## src/rtl/bpe_pkg.sv

```systemverilog
package bpe_pkg;

  localparam int unsigned CELLS_DEF       = 200;
  localparam int unsigned WIN_DEF         = 50;
  localparam int unsigned UNUSED_DEF      = 17;
  localparam int unsigned CELL_W_DEF      = 17;
  localparam int unsigned TAPS_DEF        = 5;
  localparam int unsigned FRAC_DEF        = 12;
  localparam int unsigned SAMPLE_CLKS_DEF = 10;
  localparam int unsigned BUDGET_SMP_DEF  = 80;

  typedef enum logic [1:0] {
    ST_IDLE  = 2'd0,
    ST_SCAN  = 2'd1,
    ST_DRAIN = 2'd2
  } bpe_state_e;

  // Fixed-point gain win/(win-unused), rounded, with frac fractional bits
  function automatic int unsigned stretch_gain(int unsigned win, int unsigned unused,
                                               int unsigned frac);
    int unsigned valid;
    valid = win - unused;
    return ((win << frac) + valid / 2) / valid;
  endfunction

  // Remove the unused samples of every earlier window, then stretch
  function automatic int unsigned corrected_pos(int unsigned idx, int unsigned win,
                                                int unsigned unused, int unsigned frac);
    int unsigned wnd;
    int unsigned kept;
    wnd  = idx / win;
    kept = idx - unused * wnd;
    return (kept * stretch_gain(win, unused, frac) + (1 << (frac - 1))) >> frac;
  endfunction

endpackage

```

## src/rtl/bpe_window.sv

```systemverilog
module bpe_window #(
  parameter int unsigned CELL_W = 17,
  parameter int unsigned TAPS   = 5,
  parameter int unsigned IDX_W  = 8,
  parameter int unsigned POS_W  = 9,
  parameter int unsigned SUM_W  = 20
) (
  input  logic             clk,
  input  logic             rst_n,
  input  logic             clear,
  input  logic             in_vld,
  input  logic [CELL_W-1:0] in_data,
  input  logic [POS_W-1:0] in_pos,
  output logic             out_vld,
  output logic [IDX_W-1:0] out_ctr,
  output logic [SUM_W-1:0] out_sum
);
  localparam int unsigned HALF = TAPS / 2;

  logic [CELL_W-1:0] tap [TAPS];

  generate
    for (genvar g = 0; g < TAPS; g++) begin : g_tap
      always_ff @(posedge clk or negedge rst_n) begin
        if (!rst_n)      tap[g] <= '0;
        else if (clear)  tap[g] <= '0;
        else if (in_vld) begin
          if (g == 0) tap[g] <= in_data;
          else        tap[g] <= tap[(g == 0) ? 0 : g - 1];
        end
      end
    end
  endgenerate

  always_comb begin
    out_sum = '0;
    for (int k = 0; k < TAPS; k++) out_sum = out_sum + SUM_W'(tap[k]);
  end

  always_ff @(posedge clk or negedge rst_n) begin
    if (!rst_n) begin
      out_vld <= 1'b0;
      out_ctr <= '0;
    end else if (clear) begin
      out_vld <= 1'b0;
      out_ctr <= '0;
    end else begin
      out_vld <= in_vld && (in_pos >= POS_W'(HALF));
      out_ctr <= IDX_W'(in_pos - POS_W'(HALF));
    end
  end
endmodule

```

## src/rtl/bpe_peak.sv

```systemverilog
module bpe_peak #(
  parameter int unsigned IDX_W = 8,
  parameter int unsigned SUM_W = 20
) (
  input  logic             clk,
  input  logic             rst_n,
  input  logic             clear,
  input  logic             cand_vld,
  input  logic [IDX_W-1:0] cand_idx,
  input  logic [SUM_W-1:0] cand_sum,
  output logic [IDX_W-1:0] best_idx,
  output logic [SUM_W-1:0] best_sum,
  output logic             take_new
);
  // strict compare: an equal later value never displaces the earlier one
  assign take_new = cand_vld && (cand_sum > best_sum);

  always_ff @(posedge clk or negedge rst_n) begin
    if (!rst_n) begin
      best_idx <= '0;
      best_sum <= '0;
    end else if (clear) begin
      best_idx <= '0;
      best_sum <= '0;
    end else if (take_new) begin
      best_idx <= cand_idx;
      best_sum <= cand_sum;
    end
  end
endmodule

```

## src/rtl/bpe_correct.sv

```systemverilog
module bpe_correct
  import bpe_pkg::*;
#(
  parameter int unsigned IDX_W  = 8,
  parameter int unsigned OFF_W  = 10,
  parameter int unsigned CELLS  = 200,
  parameter int unsigned WIN    = 50,
  parameter int unsigned UNUSED = 17,
  parameter int unsigned FRAC   = 12
) (
  input  logic [IDX_W-1:0]        idx,
  output logic signed [OFF_W-1:0] offset
);
  localparam int unsigned CENTER = CELLS / 2;

  int unsigned adj;

  always_comb begin
    adj    = corrected_pos(32'(idx), WIN, UNUSED, FRAC);
    offset = OFF_W'(signed'(adj) - signed'(CENTER));
  end
endmodule

```

## src/rtl/boundary_peak_estimator.sv

```systemverilog
module boundary_peak_estimator
  import bpe_pkg::*;
#(
  parameter int unsigned CELLS       = CELLS_DEF,
  parameter int unsigned WIN         = WIN_DEF,
  parameter int unsigned UNUSED      = UNUSED_DEF,
  parameter int unsigned CELL_W      = CELL_W_DEF,
  parameter int unsigned TAPS        = TAPS_DEF,
  parameter int unsigned FRAC        = FRAC_DEF,
  parameter int unsigned SAMPLE_CLKS = SAMPLE_CLKS_DEF,
  parameter int unsigned BUDGET_SMP  = BUDGET_SMP_DEF,
  parameter int unsigned IDX_W       = $clog2(CELLS),
  parameter int unsigned SUM_W       = CELL_W + $clog2(TAPS),
  parameter int unsigned OFF_W       = IDX_W + 2
) (
  input  logic                    clk,
  input  logic                    rst_n,
  input  logic                    start,
  input  logic [SUM_W-1:0]        threshold,
  output logic                    rd_en,
  output logic [IDX_W-1:0]        rd_addr,
  input  logic [CELL_W-1:0]       rd_data,
  output logic                    busy,
  output logic                    done,
  output logic                    detected,
  output logic [IDX_W-1:0]        peak_index,
  output logic [SUM_W-1:0]        peak_sum,
  output logic signed [OFF_W-1:0] offset
);
  localparam int unsigned HALF   = TAPS / 2;
  localparam int unsigned POS_W  = IDX_W + 1;
  localparam int unsigned LAST   = CELLS + HALF - 1;
  localparam int unsigned DRAIN  = 2;

  bpe_state_e       state;
  logic [POS_W-1:0] cnt;
  logic [1:0]       dcnt;
  logic [SUM_W-1:0] thr_q;

  // named internal events
  logic accept_start;
  logic scan_end;
  logic finish;

  logic             f_vld, f_pad;
  logic [POS_W-1:0] f_pos;

  logic             w_vld;
  logic [IDX_W-1:0] w_ctr;
  logic [SUM_W-1:0] w_sum;

  logic [IDX_W-1:0]        b_idx;
  logic [SUM_W-1:0]        b_sum;
  logic                    b_take;
  logic signed [OFF_W-1:0] c_off;

  assign accept_start = (state == ST_IDLE) && start;
  assign scan_end     = (state == ST_SCAN) && (cnt == POS_W'(LAST));
  assign finish       = (state == ST_DRAIN) && (dcnt == 2'(DRAIN));

  assign rd_en   = (state == ST_SCAN) && (cnt < POS_W'(CELLS));
  assign rd_addr = IDX_W'(cnt);

  always_ff @(posedge clk or negedge rst_n) begin
    if (!rst_n) begin
      state <= ST_IDLE;
      cnt   <= '0;
      dcnt  <= '0;
      thr_q <= '0;
      busy  <= 1'b0;
      done  <= 1'b0;
      f_vld <= 1'b0;
      f_pad <= 1'b0;
      f_pos <= '0;
    end else begin
      done  <= 1'b0;
      f_vld <= 1'b0;
      case (state)
        ST_IDLE: if (accept_start) begin
          state <= ST_SCAN;
          cnt   <= '0;
          thr_q <= threshold;
          busy  <= 1'b1;
        end
        ST_SCAN: begin
          f_vld <= 1'b1;
          f_pad <= (cnt >= POS_W'(CELLS));
          f_pos <= cnt;
          cnt   <= cnt + 1'b1;
          if (scan_end) begin
            state <= ST_DRAIN;
            dcnt  <= '0;
          end
        end
        ST_DRAIN: begin
          dcnt <= dcnt + 1'b1;
          if (finish) begin
            state <= ST_IDLE;
            busy  <= 1'b0;
            done  <= 1'b1;
          end
        end
        default: state <= ST_IDLE;
      endcase
    end
  end

  bpe_window #(
    .CELL_W(CELL_W), .TAPS(TAPS), .IDX_W(IDX_W), .POS_W(POS_W), .SUM_W(SUM_W)
  ) u_window (
    .clk    (clk),
    .rst_n  (rst_n),
    .clear  (accept_start),
    .in_vld (f_vld),
    .in_data(f_pad ? '0 : rd_data),
    .in_pos (f_pos),
    .out_vld(w_vld),
    .out_ctr(w_ctr),
    .out_sum(w_sum)
  );

  bpe_peak #(.IDX_W(IDX_W), .SUM_W(SUM_W)) u_peak (
    .clk     (clk),
    .rst_n   (rst_n),
    .clear   (accept_start),
    .cand_vld(w_vld),
    .cand_idx(w_ctr),
    .cand_sum(w_sum),
    .best_idx(b_idx),
    .best_sum(b_sum),
    .take_new(b_take)
  );

  bpe_correct #(
    .IDX_W(IDX_W), .OFF_W(OFF_W), .CELLS(CELLS), .WIN(WIN), .UNUSED(UNUSED), .FRAC(FRAC)
  ) u_correct (
    .idx   (b_idx),
    .offset(c_off)
  );

  always_ff @(posedge clk or negedge rst_n) begin
    if (!rst_n) begin
      detected   <= 1'b0;
      peak_index <= '0;
      peak_sum   <= '0;
      offset     <= '0;
    end else if (finish) begin
      detected   <= (b_sum > thr_q);
      peak_index <= b_idx;
      peak_sum   <= b_sum;
      offset     <= c_off;
    end
  end
endmodule

```

## config.mk

```make
export PLATFORM = sky130hd
export DESIGN_NAME = boundary_peak_estimator
export DESIGN_NICKNAME = d
export VERILOG_FILES = /design/src/rtl/bpe_pkg.sv /design/src/rtl/bpe_window.sv /design/src/rtl/bpe_peak.sv /design/src/rtl/bpe_correct.sv /design/src/rtl/boundary_peak_estimator.sv
export SDC_FILE = /design/constraint.sdc
export NUM_CORES = 1
export LEC_CHECK = 0
export BUFFER_PORTS_ARGS = -buffer_cell sky130_fd_sc_hd__buf_4
export CAP_MARGIN = 20
export CORE_ASPECT_RATIO = 0.9
export CORE_MARGIN = 1.5
export CORE_UTILIZATION = 30
export CTS_CLUSTER_SIZE = 30
export DETAILED_ROUTE_END_ITERATION = 16
export PLACE_DENSITY = 0.42
export SETUP_SLACK_MARGIN = 0.05
export SLEW_MARGIN = 5
export SYNTH_ARGS = -nofsm -noshare
export SYNTH_HDL_FRONTEND = slang
export SYNTH_SLANG_ARGS = --single-unit
```

## constraint.sdc

```tcl
create_clock -name clk -period 23.6 [get_ports clk]
set_clock_uncertainty 0.05 [all_clocks]
set_input_delay 3.54 -clock clk [delete_from_list [all_inputs] [get_ports clk]]
set_output_delay 3.54 -clock clk [all_outputs]
set_load 0.01 [all_outputs]
```

# Yosys cells after proc, flatten, opt, wreduce, memory -nomap -nowiden
# Cells that the tools add are included.
[op_classes]
n_mux = 31
bitwise_logic = 0
n_shift = 0
multipliers = 2
n_eq_ne = 7
n_div = 1
reduce_logical = 17
n_lt_le_gt_ge = 5
addsub = 10
[op_table]
columns = ["cell", "count"]
rows = [
  ["2-to-1 mux 17 bit", 11],
  ["adder 20 x 17 -> 20 bit", 3],
  ["greater-than comparator 20 bit", 2],
  ["2-to-1 mux 20 bit", 2],
  ["divider 8 x 6 -> 32 bit, second input constant", 1],
  ["multiplier 32 x 12 -> 21 bit, second input constant", 1],
  ["multiplier 5 x 32 -> 32 bit, first input constant", 1],
  ["subtractor 8 x 32 -> 32 bit", 1],
  ["2-to-1 mux 8 bit", 3],
  ["adder 22 x 12 -> 22 bit, second input constant", 1],
  ["adder 17 x 17 -> 18 bit", 1],
  ["case mux 9 bit (2 select lines)", 1],
  ["nonzero test 2 bit", 5],
  ["subtractor 10 x 7 -> 10 bit, second input constant", 1],
  ["adder 9 x 1 -> 9 bit, second input constant", 1],
  ["== test 9 x 8 -> 1 bit, second input constant", 1],
  ["greater-or-equal comparator 9 x 2 -> 1 bit, second input constant", 1],
  ["greater-or-equal comparator 9 x 8 -> 1 bit, second input constant", 1],
  ["< comparator 9 x 8 -> 1 bit, second input constant", 1],
  ["2-to-1 mux 9 bit", 1],
  ["2-to-1 mux 2 bit", 4],
  ["subtractor 8 x 2 -> 8 bit, second input constant", 1],
  ["logical AND 1 bit", 6],
  ["2-to-1 mux 1 bit", 6],
  ["other kinds (10)", 16],
]
[word_totals]
regBits = 207
memories = 0
latch_bits = 0
mem_bits_rw = 0
word_cells = 95
in_bits = 40
output_inout_bits = 50
romBits = 0

# Depth between registers and ports, before layout
[logic_depth]
word_depth = 8
ltp_mapped = 42
depth_no_buf = 41

# Modules after synthesis
# Synthesis repeated with hierarchy kept, for this count alone.
[unflattened]
hier_cells = 1767
area_unflattened_um2 = 16942.5
[by_module_without_submodules]
columns = ["module", "cells_per_inst", "area_each_um2", "instances"]
rows = [
  ["bpe_window", 621, 6147.1, 1],
  ["bpe_correct", 438, 4021.4, 1],
  ["boundary_peak_estimator", 365, 3958.8, 1],
  ["bpe_peak", 343, 2815.2, 1],
]

# Least setup slack after synthesis
# No wires, ideal clock.
[synth_path]
kind = "reg2reg"
start = "register u_peak.best_idx[4]"
end = "register offset[8]"
synth_period_minus_slack_ns = 8.846
t_arrival_ns = 8.665
n_path_buf = 0
slack_ns = 14.754
path_stages_with_launch = 35
setup_time_ns = 0.131
path_cell_list = "dfrtp_1 o31ai_1 inv_1 ha_1 o21ai_1 nor4_1 nor3_1 nand3_1 ha_1 ha_1 inv_1 ha_1 or2_2 a21oi_1 a311oi_2 o31a_1 xor2_1 inv_1 fa_1 inv_1 fa_1 ha_1 fa_1 ha_1 a2111o_1 o311a_4 o211a_1 o32a_4 and4b_4 maj3_2 a22o_1 o31a_1 or2_1 xnor2_1 o21ai_1"
[synth_between]
elab_chain_len = 6
[synth_lines]
columns = ["item", "line", "rtl"]
rows = [
  ["from (decl)", "bpe_peak.sv:11", "output logic [IDX_W-1:0] best_idx,"],
  ["from (signal assigned)", "bpe_peak.sv:26", "best_idx <= cand_idx;"],
  ["divider 8 x 6 -> 32 bit", "bpe_pkg.sv:31", "wnd = idx / win;"],
  ["multiplier 5 x 32 -> 32 bit", "bpe_pkg.sv:32", "kept = idx - unused * wnd;"],
  ["subtractor 8 x 32 -> 32 bit (*)", "bpe_pkg.sv:32", ""],
  ["multiplier 32 x 12 -> 21 bit (*)", "bpe_pkg.sv:33", "return (kept * stretch_gain(win, unused, frac) + (1 << (frac - 1))) >> frac;"],
  ["adder 22 x 12 -> 22 bit (*)", "bpe_pkg.sv:33", ""],
  ["subtractor 10 x 7 -> 10 bit (*)", "bpe_correct.sv:20", "offset = OFF_W'(signed'(adj) - signed'(CENTER));"],
  ["to (signal assigned)", "boundary_peak_estimator.sv:151", "offset <= c_off;"],
  ["to (decl)", "boundary_peak_estimator.sv:28", "output logic signed [OFF_W-1:0] offset"],
]
# Mark *: on every way between the ends. The rest lies on a longest branch, timed or not.
# A chain may end at the register's enable or synchronous reset.

# Worst setup path after layout
[layout_path]
start = "register u_peak.best_idx[3]"
end = "register offset[8]"
# The elaborated chain is that of the path after synthesis.

==> flow_summary.html <==
<table>
<tr><th>Metric</th><th>Value</th></tr>
<tr><th colspan="2">Run status</th></tr>
<tr><td>Run status</td><td>completed</td></tr>
<tr><th colspan="2">Synth</th></tr>
<tr><td>Summed instance area of the synthesized netlist</td><td>15,500 um^2</td></tr>
<tr><td>Main area contributors after synthesis</td><td>sky130_fd_sc_hd__dfrtp_1 33%, sky130_fd_sc_hd__ha_1 13%, sky130_fd_sc_hd__fa_1 13%, sky130_fd_sc_hd__inv_1 6.2%, sky130_fd_sc_hd__mux2i_1 4.7%</td></tr>
<tr><td>Top cells by count, synth</td><td>255 x sky130_fd_sc_hd__inv_1, 207 x sky130_fd_sc_hd__dfrtp_1, 168 x sky130_fd_sc_hd__nor2_1, 160 x sky130_fd_sc_hd__ha_1, 116 x sky130_fd_sc_hd__nand2_1</td></tr>
<tr><td>Proportion of register bits with asynchronous set or reset after synthesis</td><td>100%</td></tr>
<tr><td>Post-synthesis cell count</td><td>1,634</td></tr>
<tr><td>Yosys warning count</td><td>0</td></tr>
<tr><td>Post-synthesis sequential element count</td><td>207</td></tr>
<tr><td>Synth area leader</td><td>sky130_fd_sc_hd__dfrtp_1</td></tr>
<tr><td>Top-count cell post-synth</td><td>sky130_fd_sc_hd__inv_1</td></tr>
<tr><td>Predominant post-synthesis flop cell</td><td>sky130_fd_sc_hd__dfrtp_1</td></tr>
<tr><td>Top cell type's share of synthesized area</td><td>33.4%</td></tr>
<tr><td>Part of the Yosys area used for sequential elements</td><td>33.4%</td></tr>
<tr><td>Synthesized area divided by synthesized cell count</td><td>9.49 um^2</td></tr>
<tr><td>Net count of the mapped netlist</td><td>1,931</td></tr>
<tr><td>Distinct cell type count of the synthesized netlist</td><td>77</td></tr>
<tr><td>Post-synth EDFFs</td><td>0</td></tr>
<tr><th colspan="2">Flow run</th></tr>
<tr><td>Number of violations of the max-capacitance limit</td><td>0</td></tr>
<tr><th colspan="2">Clocking</th></tr>
<tr><td>CTS Hold Bufs</td><td>0</td></tr>
<tr><td>Number of clock buffers inserted by TritonCTS</td><td>27</td></tr>
<tr><td>Cell at the root of the clock tree</td><td>sky130_fd_sc_hd__clkbuf_16</td></tr>
<tr><td>Post_cts resized</td><td>0</td></tr>
<tr><td>Clock-pin slew on the worst setup and hold paths</td><td>60 ps</td></tr>
<tr><td>Clock Sink Count</td><td>207</td></tr>
<tr><td>Clock tree from TritonCTS</td><td>done</td></tr>
<tr><td>Buffer depth of the longest clock path</td><td>3</td></tr>
<tr><td>Setup Buffers After CTS</td><td>0</td></tr>
<tr><td>Clock network latency to the later pin of the worst-skew pair</td><td>550 ps</td></tr>
<tr><td>Depth of the CTS H-tree</td><td>1</td></tr>
<tr><th colspan="2">Global route</th></tr>
<tr><td>Pin count of the biggest net entering global routing</td><td>89</td></tr>
<tr><td>Wire length of the first global-routing pass</td><td>60,200 um</td></tr>
<tr><td>Overall track demand over capacity in global routing</td><td>14.0%</td></tr>
<tr><td>GRT Residual Overflow</td><td>0</td></tr>
<tr><td>Antenna violations before repair</td><td>0</td></tr>
<tr><td>Via count of the first global-routing pass</td><td>11.1k</td></tr>
<tr><th colspan="2">Timing</th></tr>
<tr><td>Fin. max-slew vios</td><td>0</td></tr>
<tr><td>Number of failing hold endpoints at the final stage</td><td>0</td></tr>
<tr><td>Final period demand of the worst path</td><td>9750 ps</td></tr>
<tr><td>Count of endpoints failing setup in the final report</td><td>0</td></tr>
<tr><td>RSZ-0062 raised after global routing</td><td>no</td></tr>
<tr><td>Worst slew pin tran</td><td>1060 ps</td></tr>
<tr><td>Ratio of final minimum period to clock period</td><td>41.3%</td></tr>
<tr><td>Fmax</td><td>103 MHz</td></tr>
<tr><td>Post-route setup TNS</td><td>0 ps</td></tr>
<tr><td>Relative slew margins</td><td>29.2%</td></tr>
<tr><th colspan="2">Worst setup path</th></tr>
<tr><td>Data arrival time of the critical path</td><td>10,100 ps</td></tr>
<tr><td>Beginning of the worst register-to-register path</td><td>u_peak.best_idx[3]$_DFFE_PN0P_</td></tr>
<tr><td>Depth of the worst register-to-register path</td><td>35</td></tr>
<tr><td>FF-to-FF End</td><td>offset[8]$_DFFE_PN0P_</td></tr>
<tr><td>CP required</td><td>23,940 ps</td></tr>
<tr><td>Most frequent cell on the critical path</td><td>sky130_fd_sc_hd__ha_1</td></tr>
<tr><td>Critical path start-end classification</td><td>flip-flop to flip-flop</td></tr>
<tr><td>Stage delay of the slowest cell on the critical path</td><td>560 ps</td></tr>
<tr><td>Startpoint type of the worst setup path</td><td>flip-flop</td></tr>
<tr><td>Critical-path top delay cell</td><td>sky130_fd_sc_hd__fa_1</td></tr>
<tr><td>Capturing element type of the critical path</td><td>flip-flop</td></tr>
<tr><td>Worst reg2reg setup slack</td><td>13,850 ps</td></tr>
<tr><td>Critical path peak fanout</td><td>13</td></tr>
<tr><th colspan="2">Route</th></tr>
<tr><td>Amount of wire on met2 after detailed routing</td><td>14,600 um</td></tr>
<tr><td>WL met3</td><td>1040 um</td></tr>
<tr><td>Initial DRC count</td><td>626</td></tr>
<tr><td>DRC Markers</td><td>0</td></tr>
<tr><td>DRT antenna net count</td><td>0</td></tr>
<tr><td>Highest signal layer in the routed design</td><td>met4</td></tr>
<tr><td>Ratio of routed vias to standard cells</td><td>4.50</td></tr>
<tr><td>Wire length after detailed routing</td><td>36,200 um</td></tr>
<tr><td>DRT Pass-1 Iters</td><td>5</td></tr>
<tr><td>WL met1</td><td>20,000 um</td></tr>
<tr><td>Vias</td><td>10.8k</td></tr>
<tr><td>Mean routed wirelength per cell</td><td>15.1 um</td></tr>
<tr><th colspan="2">Worst hold path</th></tr>
<tr><td>Worst hold path type</td><td>flip-flop to flip-flop</td></tr>
<tr><td>Launch instance of the worst min-delay path</td><td>f_pos[1]$_DFFE_PN0P_</td></tr>
<tr><td>Endpoint of the worst hold-timing path</td><td>u_window.out_ctr[1]$_DFF_PN0_</td></tr>
<tr><td>Cell depth of the worst hold path</td><td>1</td></tr>
<tr><th colspan="2">Floorplanning</th></tr>
<tr><td>Die W</td><td>243 um</td></tr>
<tr><td>Die H</td><td>219 um</td></tr>
<tr><td>Placeable core region</td><td>50,700 um^2</td></tr>
<tr><td>Initial core utilization</td><td>30.5%</td></tr>
<tr><td>Die Footprint</td><td>53,000 um^2</td></tr>
<tr><td>Row count</td><td>78</td></tr>
<tr><td>Top-level port count</td><td>90</td></tr>
<tr><th colspan="2">Final layout</th></tr>
<tr><td>Number of diodes</td><td>0</td></tr>
<tr><td>Layout cell share with drive strength beyond 1</td><td>9.44%</td></tr>
<tr><td>Number of non-filler instances in the completed layout</td><td>2,396</td></tr>
<tr><td>Total number of nets in the final design</td><td>1,996</td></tr>
<tr><td>Layout Area Growth over Synthesis</td><td>14.1%</td></tr>
<tr><th colspan="2">Placed design</th></tr>
<tr><td># placed instances</td><td>2,349</td></tr>
<tr><td>Routability cong.</td><td>0.798</td></tr>
<tr><td>Buffers on Ports</td><td>89</td></tr>
<tr><td>Placed wire-length estimate</td><td>27,400 um</td></tr>
</table>
==> placed cells by master (no fill, tap or decap), types with 7 or more instances in the layout <==
| cell type | instances |
|---|---|
| sky130_fd_sc_hd__nand2_1 | 115 |
| sky130_fd_sc_hd__and2_1 | 7 |
| sky130_fd_sc_hd__a21o_1 | 28 |
| sky130_fd_sc_hd__clkbuf_16 | 27 |
| sky130_fd_sc_hd__o21ai_0 | 81 |
| sky130_fd_sc_hd__xor2_1 | 22 |
| sky130_fd_sc_hd__o21a_1 | 8 |
| sky130_fd_sc_hd__o21bai_1 | 14 |
| sky130_fd_sc_hd__buf_4 | 94 |
| sky130_fd_sc_hd__clkbuf_8 | 7 |
| sky130_fd_sc_hd__ha_1 | 160 |
| sky130_fd_sc_hd__nand3_1 | 14 |
| sky130_fd_sc_hd__nor2b_1 | 9 |
| sky130_fd_sc_hd__nand3b_1 | 21 |
| sky130_fd_sc_hd__nor2_1 | 168 |
| sky130_fd_sc_hd__nor4_1 | 8 |
| sky130_fd_sc_hd__dfrtp_1 | 206 |
| sky130_fd_sc_hd__a21oi_1 | 85 |
| sky130_fd_sc_hd__nand4_1 | 15 |
| sky130_fd_sc_hd__mux2i_1 | 73 |
| sky130_fd_sc_hd__nand2b_1 | 25 |
| sky130_fd_sc_hd__xnor2_1 | 53 |
| sky130_fd_sc_hd__nor3_1 | 17 |
| sky130_fd_sc_hd__inv_1 | 255 |
| sky130_fd_sc_hd__fa_1 | 97 |
==> through the flow <==
step	setup slack, ps	hold WS (ps)	area [um^2]	util [%]
3_3_place_gp	14050	399	16800	33.2
4_1_cts	13830	406	17700	34.8
3_5_place_dp	13910	395	16800	33.2
2_1_floorplan	14750	377	15500	-
5_1_grt	13120	448	17700	34.8
6_report	13850	408	17700	34.8
==> worst max-delay path, delay by kind of cell, from the launching register on <==
family	cells	cell delay, ps
xor gates and xnor gates	2	510
DFF	1	530
AOI/OAI and AO/OA	11	3040
buffers and inverters	4	350
adders and majority gates	10	3410
and+or+nand+nor	8	1700
==> sequential cells by signal, summed over array words and instances (netlist names), 8 cells and up <==
register,flops
cnt,9
f_pos,9
offset,10
peak_index,8
peak_sum,20
thr_q,20
u_peak.best_idx,8
u_peak.best_sum,20
u_window.out_ctr,8
u_window.tap,85
==> worst max path at each step <==
| stage | startpoint | endpoint | slack (ps) | cells after the start |
|---|---|---|---|---|
| floorplan | u_peak.best_idx[4]$_DFFE_PN0P_ | offset[8]$_DFFE_PN0P_ | 14750 | 34 |
| global placement | u_peak.best_idx[3]$_DFFE_PN0P_ | offset[8]$_DFFE_PN0P_ | 14050 | 35 |
| detailed placement | u_peak.best_idx[3]$_DFFE_PN0P_ | offset[8]$_DFFE_PN0P_ | 13910 | 35 |
| CTS | u_peak.best_idx[3]$_DFFE_PN0P_ | offset[8]$_DFFE_PN0P_ | 13830 | 35 |
| global route | u_peak.best_idx[3]$_DFFE_PN0P_ | offset[8]$_DFFE_PN0P_ | 13120 | 35 |
| finish | u_peak.best_idx[3]$_DFFE_PN0P_ | offset[8]$_DFFE_PN0P_ | 13850 | 35 |
==> cell type report <==
cell class | count | area, um^2
timing repair buffer | 96 | 741
fill | 5255 | 33100
clock buffer | 38 | 787
sequential | 207 | 5180
multi-input combinational | 1110 | 9110
inverter | 257 | 965
clock inverter | 8 | 50.0
tap | 680 | 851
==> layer usage <==
| metal | vias up | global-route usage, % |
|---|---|---|
| met3 | 32 | 1.98 |
| met4 | 0 | 2.86 |
| met1 | 5112 | 21.7 |
| met2 | 129 | 20.4 |
| li1 | 5504 | - |
| met5 | - | 0 |
==> kinds of logic (layout without fill, tap and decap cells) <==
logic type | Yosys count | after routing | share of synthesized area, %
flip-flops | 207 | 207 | 33.4
AO/OA/AOI/OAI | 274 | 274 | 11.1
adder cells (fa/ha/maj) | 260 | 260 | 25.6
buffers and inverters | 317 | 399 | 7.89
AND/OR/NAND/NOR | 424 | 424 | 12.7
multiplexers | 77 | 77 | 5.00
XOR/XNOR | 75 | 75 | 4.24
Power is left out: the tool's default activity adds up to more than one toggle a clock period on the data nets, which glitch-free logic cannot reach.
